File: config.mk
export PLATFORM = sky130hd
export DESIGN_NAME = jcc_decoder
export DESIGN_NICKNAME = d
export VERILOG_FILES = /design/src/rtl/brd_pkg.sv /design/src/rtl/brd_cond_eval.sv /design/src/rtl/brd_disp_collect.sv /design/src/rtl/jcc_decoder.sv
export SDC_FILE = /design/constraint.sdc
export NUM_CORES = 1
export LEC_CHECK = 0
export ABC_AREA = 1
export BUFFER_PORTS_ARGS = -buffer_cell sky130_fd_sc_hd__clkbuf_2
export CORE_UTILIZATION = 35
export CTS_CLUSTER_DIAMETER = 50
export DETAILED_ROUTE_END_ITERATION = 10
export PLACE_DENSITY_LB_ADDON = 0.15
export SETUP_SLACK_MARGIN = 0.05
export SYNTH_ARGS = -nofsm -noshare
export SYNTH_HDL_FRONTEND = slang
export SYNTH_SLANG_ARGS = --single-unit
File: constraint.sdc
create_clock -name clk -period 5.3 [get_ports clk]
set_clock_uncertainty 0.1 [all_clocks]
set_input_delay 1.06 -clock clk [delete_from_list [all_inputs] [get_ports clk]]
set_output_delay 1.06 -clock clk [all_outputs]
set_load 0.005 [all_outputs]
File: src/rtl/brd_pkg.sv
package brd_pkg;
  typedef enum logic [1:0] {
    ST_IDLE = 2'd0,
    ST_ESC  = 2'd1,
    ST_DISP = 2'd2
  } brd_state_e;

  typedef enum logic [1:0] {
    KIND_SHORT = 2'd0,
    KIND_NEAR  = 2'd1,
    KIND_CNTZ  = 2'd2
  } brd_kind_e;

  localparam logic [7:0] OP_ESCAPE = 8'h0F;
  localparam logic [7:0] OP_CNTZ   = 8'hE3;
  localparam logic [3:0] HI_SHORT  = 4'h7;
  localparam logic [3:0] HI_NEAR   = 4'h8;
endpackage

File: src/rtl/brd_cond_eval.sv
module brd_cond_eval (
  input  logic [3:0] cc,
  input  logic       cf,
  input  logic       zf,
  input  logic       sf,
  input  logic       of,
  input  logic       pf,
  output logic       take
);
  logic base;
  logic sgn_lt;

  assign sgn_lt = sf ^ of;

  always_comb begin
    unique case (cc[3:1])
      3'd0: base = of;
      3'd1: base = cf;
      3'd2: base = zf;
      3'd3: base = cf | zf;
      3'd4: base = sf;
      3'd5: base = pf;
      3'd6: base = sgn_lt;
      default: base = zf | sgn_lt;
    endcase
  end

  // odd codes are the complement of their even partner
  assign take = base ^ cc[0];
endmodule

File: src/rtl/brd_disp_collect.sv
module brd_disp_collect #(
  parameter int MAXB = 4,
  localparam int IDX_W = $clog2(MAXB) + 1,
  localparam int RAW_W = MAXB * 8
) (
  input  logic             clk,
  input  logic             rst,
  input  logic             wr_en,
  input  logic [7:0]       byte_in,
  input  logic [IDX_W-1:0] nbytes,
  output logic             last,
  output logic [RAW_W-1:0] disp_sext
);
  localparam int SH_W = $clog2(RAW_W + 1);

  logic [IDX_W-1:0] idx;
  logic [RAW_W-1:0] lanes_q;
  logic [RAW_W-1:0] raw_now;
  logic [SH_W-1:0]  shamt;
  logic [RAW_W-1:0] shl;

  assign last = wr_en && (idx == nbytes - IDX_W'(1));

  always_ff @(posedge clk) begin
    if (rst) begin
      idx     <= '0;
      lanes_q <= '0;
    end else if (wr_en) begin
      for (int i = 0; i < MAXB; i++)
        if (idx == IDX_W'(i)) lanes_q[i*8 +: 8] <= byte_in;
      idx <= last ? '0 : idx + IDX_W'(1);
    end
  end

  // merge the byte arriving this cycle so the final lane needs no extra cycle
  generate
    for (genvar g = 0; g < MAXB; g++) begin : g_lane
      assign raw_now[g*8 +: 8] = (wr_en && idx == IDX_W'(g)) ? byte_in : lanes_q[g*8 +: 8];
    end
  endgenerate

  assign shamt     = SH_W'((MAXB - int'(nbytes)) * 8);
  assign shl       = raw_now << shamt;
  assign disp_sext = RAW_W'($signed(shl) >>> shamt);


  lane_bound_chk: assert property (@(posedge clk) disable iff (rst)
    wr_en |-> (idx < nbytes));
endmodule

File: src/rtl/jcc_decoder.sv
module jcc_decoder #(
  parameter int ADDR_W = 32,
  parameter int CNT_W  = 32,
  parameter int MAXB   = 4,
  parameter int LEN_W  = 4
) (
  input  logic              clk,
  input  logic              rst,
  input  logic              in_valid,
  input  logic [7:0]        in_byte,
  input  logic [ADDR_W-1:0] start_addr,
  input  logic              near32,
  input  logic              count32,
  input  logic [CNT_W-1:0]  count_val,
  input  logic              flag_cf,
  input  logic              flag_zf,
  input  logic              flag_sf,
  input  logic              flag_of,
  input  logic              flag_pf,
  output logic              done,
  output logic              is_branch,
  output logic              taken,
  output logic [LEN_W-1:0]  len,
  output logic [ADDR_W-1:0] target
);
  import brd_pkg::*;

  localparam int IDX_W = $clog2(MAXB) + 1;
  localparam int RAW_W = MAXB * 8;
  localparam int HALF  = CNT_W / 2;

  brd_state_e        state;
  brd_kind_e         kind;
  logic [3:0]        cc_q;
  logic [IDX_W-1:0]  nbytes_q;
  logic [LEN_W-1:0]  len_q;
  logic [ADDR_W-1:0] base_q;

  logic              disp_wr;
  logic              disp_last;
  logic [RAW_W-1:0]  disp_sx;
  logic              cond_take;
  logic              cnt_zero;

  assign disp_wr  = in_valid && (state == ST_DISP);
  assign cnt_zero = count32 ? (count_val == '0) : (count_val[HALF-1:0] == '0);

  brd_cond_eval u_cond (
    .cc  (cc_q),
    .cf  (flag_cf),
    .zf  (flag_zf),
    .sf  (flag_sf),
    .of  (flag_of),
    .pf  (flag_pf),
    .take(cond_take)
  );

  brd_disp_collect #(.MAXB(MAXB)) u_disp (
    .clk      (clk),
    .rst      (rst),
    .wr_en    (disp_wr),
    .byte_in  (in_byte),
    .nbytes   (nbytes_q),
    .last     (disp_last),
    .disp_sext(disp_sx)
  );

  always_ff @(posedge clk) begin
    if (rst) begin
      state     <= ST_IDLE;
      kind      <= KIND_SHORT;
      cc_q      <= '0;
      nbytes_q  <= IDX_W'(1);
      len_q     <= '0;
      base_q    <= '0;
      done      <= 1'b0;
      is_branch <= 1'b0;
      taken     <= 1'b0;
      len       <= '0;
      target    <= '0;
    end else begin
      done <= 1'b0;
      if (in_valid) begin
        unique case (state)
          ST_IDLE: begin
            base_q <= start_addr;
            if (in_byte[7:4] == HI_SHORT) begin
              kind     <= KIND_SHORT;
              cc_q     <= in_byte[3:0];
              nbytes_q <= IDX_W'(1);
              len_q    <= LEN_W'(2);
              state    <= ST_DISP;
            end else if (in_byte == OP_CNTZ) begin
              kind     <= KIND_CNTZ;
              nbytes_q <= IDX_W'(1);
              len_q    <= LEN_W'(2);
              state    <= ST_DISP;
            end else if (in_byte == OP_ESCAPE) begin
              state <= ST_ESC;
            end else begin
              done      <= 1'b1;
              is_branch <= 1'b0;
              taken     <= 1'b0;
              len       <= LEN_W'(1);
              target    <= '0;
            end
          end
          ST_ESC: begin
            if (in_byte[7:4] == HI_NEAR) begin
              kind     <= KIND_NEAR;
              cc_q     <= in_byte[3:0];
              nbytes_q <= near32 ? IDX_W'(4) : IDX_W'(2);
              len_q    <= near32 ? LEN_W'(6) : LEN_W'(4);
              state    <= ST_DISP;
            end else begin
              done      <= 1'b1;
              is_branch <= 1'b0;
              taken     <= 1'b0;
              len       <= LEN_W'(2);
              target    <= '0;
              state     <= ST_IDLE;
            end
          end
          default: begin
            if (disp_last) begin
              done      <= 1'b1;
              is_branch <= 1'b1;
              taken     <= (kind == KIND_CNTZ) ? cnt_zero : cond_take;
              len       <= len_q;
              target    <= base_q + ADDR_W'(len_q) + ADDR_W'($signed(disp_sx));
              state     <= ST_IDLE;
            end
          end
        endcase
      end
    end
  end


  done_after_byte_chk: assert property (@(posedge clk) disable iff (rst)
    done |-> $past(in_valid));


  nonbranch_quiet_chk: assert property (@(posedge clk) disable iff (rst)
    (done && !is_branch) |-> (!taken && target == '0));


  len_legal_chk: assert property (@(posedge clk) disable iff (rst)
    (done && is_branch) |-> (len == LEN_W'(2) || len == LEN_W'(4) || len == LEN_W'(6)));


  escape_len_chk: assert property (@(posedge clk) disable iff (rst)
    (done && $past(state) == ST_ESC) |-> (!is_branch && len == LEN_W'(2)));
endmodule

==> results.json <==
{
  "outcome": "complete, no violations",
  "synth_top_family_by_area": "simple AND/OR/NAND/NOR gates",
  "dieHeight_um": 156,
  "path_clk_slew_ns": 0.06,
  "std_cell_rows": 55,
  "postRouteAntennaNets": 0,
  "endpoint_kind": "flop",
  "yosysMostFrequentCell": "nand2_1",
  "dr.pass1.iters": 5,
  "cts_sinks": 117,
  "nFillCells": 2499,
  "async_flop_share": 0,
  "area_growth_pct": 17.4,
  "min_period_ns": 4.69,
  "synthFlopType": "dfxtp_1",
  "ys_seq_area_frac": 0.283,
  "p_total_mw": 2.49,
  "synth_edf_count": 0,
  "powerDensity_nw_per_um2": 255,
  "vias": 8499,
  "synth_area_um2": 8290,
  "place.gp.congestion": 0.930,
  "fin_crit_sh": 0.886,
  "setup_viol": 0,
  "hold_ws_ns": 0.361,
  "fp.dieArea_um2": 24300,
  "worstPathRequired_ns": 5.47,
  "synth-compound-area-share": 0.167,
  "multi_input_area_um2": 5160,
  "dp_cells": 1684,
  "detailed_place_hpwl_um": 20400,
  "cp.arrival_ns": 4.87,
  "start_util": 0.362,
  "grt_setup_unrepaired": "false",
  "port-buffer-count": 119,
  "wl_per_cell_um": 15.2,
  "maxCapViolCount": 0,
  "leakage_nw": 4.71,
  "htree_num_levels": 4,
  "synth_fa_ha_area_frac": 0.107,
  "crit_fanout": 10,
  "synth_warnings": 0,
  "cts_hold_buf": 0,
  "grt_usage": 0.222,
  "antennaDiodeCount": 0,
  "grt_max_degree": 55,
  "synthCells": 1286,
  "fin_ws_ns": 0.606,
  "critical_path_class": "input pin to flop",
  "ios": 121,
  "irDropWorstVdd_uv": 191,
  "fmax_mhz": 213,
  "drc": 0,
  "vias_per_cell": 4.96,
  "synth_top_area_share": 0.283,
  "synth-simple-area-share": 0.334,
  "finish.utilization": 0.425,
  "worst_pin_slew_ns": 1.04,
  "coreArea_um2": 22900,
  "finalMaxSlewViolations": 0,
  "synth_cell_type_count": 47,
  "hold_viol": 0,
  "seq_area_um2": 2340,
  "yosys-top-cells-count": "nand2_1, nor2_1, inv_1, dfxtp_1, nand3_1",
  "drive_above_1_share": 0.162,
  "cts_buffers": 17,
  "muxShareOfSynthArea": 0,
  "yosysTopAreaCell": "dfxtp_1",
  "synth_xor_xnor_area_share": 0.0148,
  "synthTopCellsByArea": "dfxtp_1, nand2_1, ha_1, nor2_1, inv_1",
  "worst_setup_path_start_kind": "input pin",
  "r2r_cells": 21,
  "cts_root_buffer": "clkbuf_16",
  "holdCritPathClass": "flop to flop",
  "antenna_found_initial": 0,
  "clock_latency_ns": 0.43,
  "globalRouteOverflowTotal": 0,
  "wirelength_um": 26000,
  "stdcell_count": 1715,
  "die_x_um": 156,
  "syn_area_per_cell_um2": 6.44,
  "final_cell_area_um2": 9730,
  "slew_headroom": 0.306,
  "ys_ff_latch": 117,
  "cts_resized": 0,
  "drt_first_iter_violations": 589,
  "grt_pass1_wl_um": 41800,
  "cts_tree": "done",
  "post-cts-setup-buffer-count": 0,
  "synth_fp_nets": 1437,
  "grt_pass1_vias": 8014,
  "postPlaceCellArea_um2": 9130,
  "holdPathStages": 2,
  "setup-tns-final_ns": 0,
  "fin_nets": 1541,
  "clockBufferDepth": 2,
  "pre_cts_ws_ns": 0.179
}
==> power by group <==
part           internal (mW)  total (mW)  switching (mW)
Sequential             0.910       0.930          0.0198
Clock                  0.742        1.21           0.469
Combinational          0.121       0.344           0.223
==> critical path: stages <==
cell	delay [ns]
clkbuf_2	0.14
nand2_4	0.06
nor2_4	0.19
buf_4	0.19
nand2_4	0.08
buf_4	0.21
o21ai_2	0.25
o21ai_1	0.09
nand2_1	0.07
nand2_1	0.08
o21ai_1	0.18
o21ai_1	0.11
ha_1	0.30
ha_1	0.46
nand2_1	0.14
nor2_1	0.14
inv_1	0.08
nor3_1	0.46
nand3_1	0.23
nand3_1	0.13
nand2_1	0.05
nand3_1	0.10
a21oi_2	0.07
==> placed cells by master, fill, tap and decap left out, types with 2 or more instances in the layout <==
master	instances
inv_6	4
xnor2_1	4
nor3_1	13
clkinv_4	2
o21a_1	3
nand3b_1	5
bufinv_16	3
nor2_1	167
inv_1	133
o21ai_4	2
clkbuf_2	119
a21o_1	4
o21ai_0	73
a21oi_1	82
o21ai_1	37
o211ai_1	5
nor4_1	7
o22ai_1	5
ha_1	66
nand2_4	3
fa_1	3
or2_2	5
nor3_2	2
buf_4	14
dfxtp_1	117
nand3_1	85
xor2_1	10
nand4_1	14
clkinvlp_4	4
inv_2	7
o21bai_1	4
nand2_1	328
o21ai_2	12
a21oi_2	11
nand2_2	17
and2_1	2
clkbuf_16	17
==> state kept, by name, summed over array words and instances (netlist names) <==
name,cells
state,2
done,1
kind,2
u_disp.lanes_q,32
len,3
is_branch,1
taken,1
cc_q,4
target,32
u_disp.idx,3
len_q,1
nbytes_q,3
base_q,32
==> path summary, 6_finish.rpt <==
| path | startpoint | to | slack, ns |
|---|---|---|---|
| max | in_valid | target[19]$_SDFFE_PP0P_ | 0.61 |
| min reg2reg | target[8]$_SDFFE_PP0P_ | target[8]$_SDFFE_PP0P_ | 0.36 |
| max reg2reg | nbytes_q[0]$_SDFFE_PP1P_ | target[15]$_SDFFE_PP0P_ | 0.68 |
| min | target[8]$_SDFFE_PP0P_ | target[8]$_SDFFE_PP0P_ | 0.36 |
==> cell type report <==
| class | instances | share of cell area |
|---|---|---|
| multi-input combinational | 981 | 0.531 |
| tap | 313 | 0.0403 |
| inverter | 140 | 0.0540 |
| clock inverter | 14 | 0.0183 |
| clock buffer | 17 | 0.0437 |
| timing repair buffer | 133 | 0.0720 |
| sequential | 117 | 0.241 |
==> logic make-up (layout without fill, tap and decap cells) <==
family	Yosys count	after routing
and+or+nand+nor	654	654
adders and majority gates	69	69
other	1	1
xor gates and xnor gates	14	14
buffers and inverters	188	304
DFF	117	117
AOI/OAI and AO/OA	243	243
==> layer usage <==
layer  wire (um)  GRT usage  up-vias  share of wire
li1            -          -     4395              -
met1       11900      0.277     3838           0.46
met2       12300      0.387      223           0.47
met3        1150     0.0342       43          0.044
met4         671     0.0798        0          0.026
met5           0          0        -              0
Note: power is estimated with default switching activity, not from simulation.
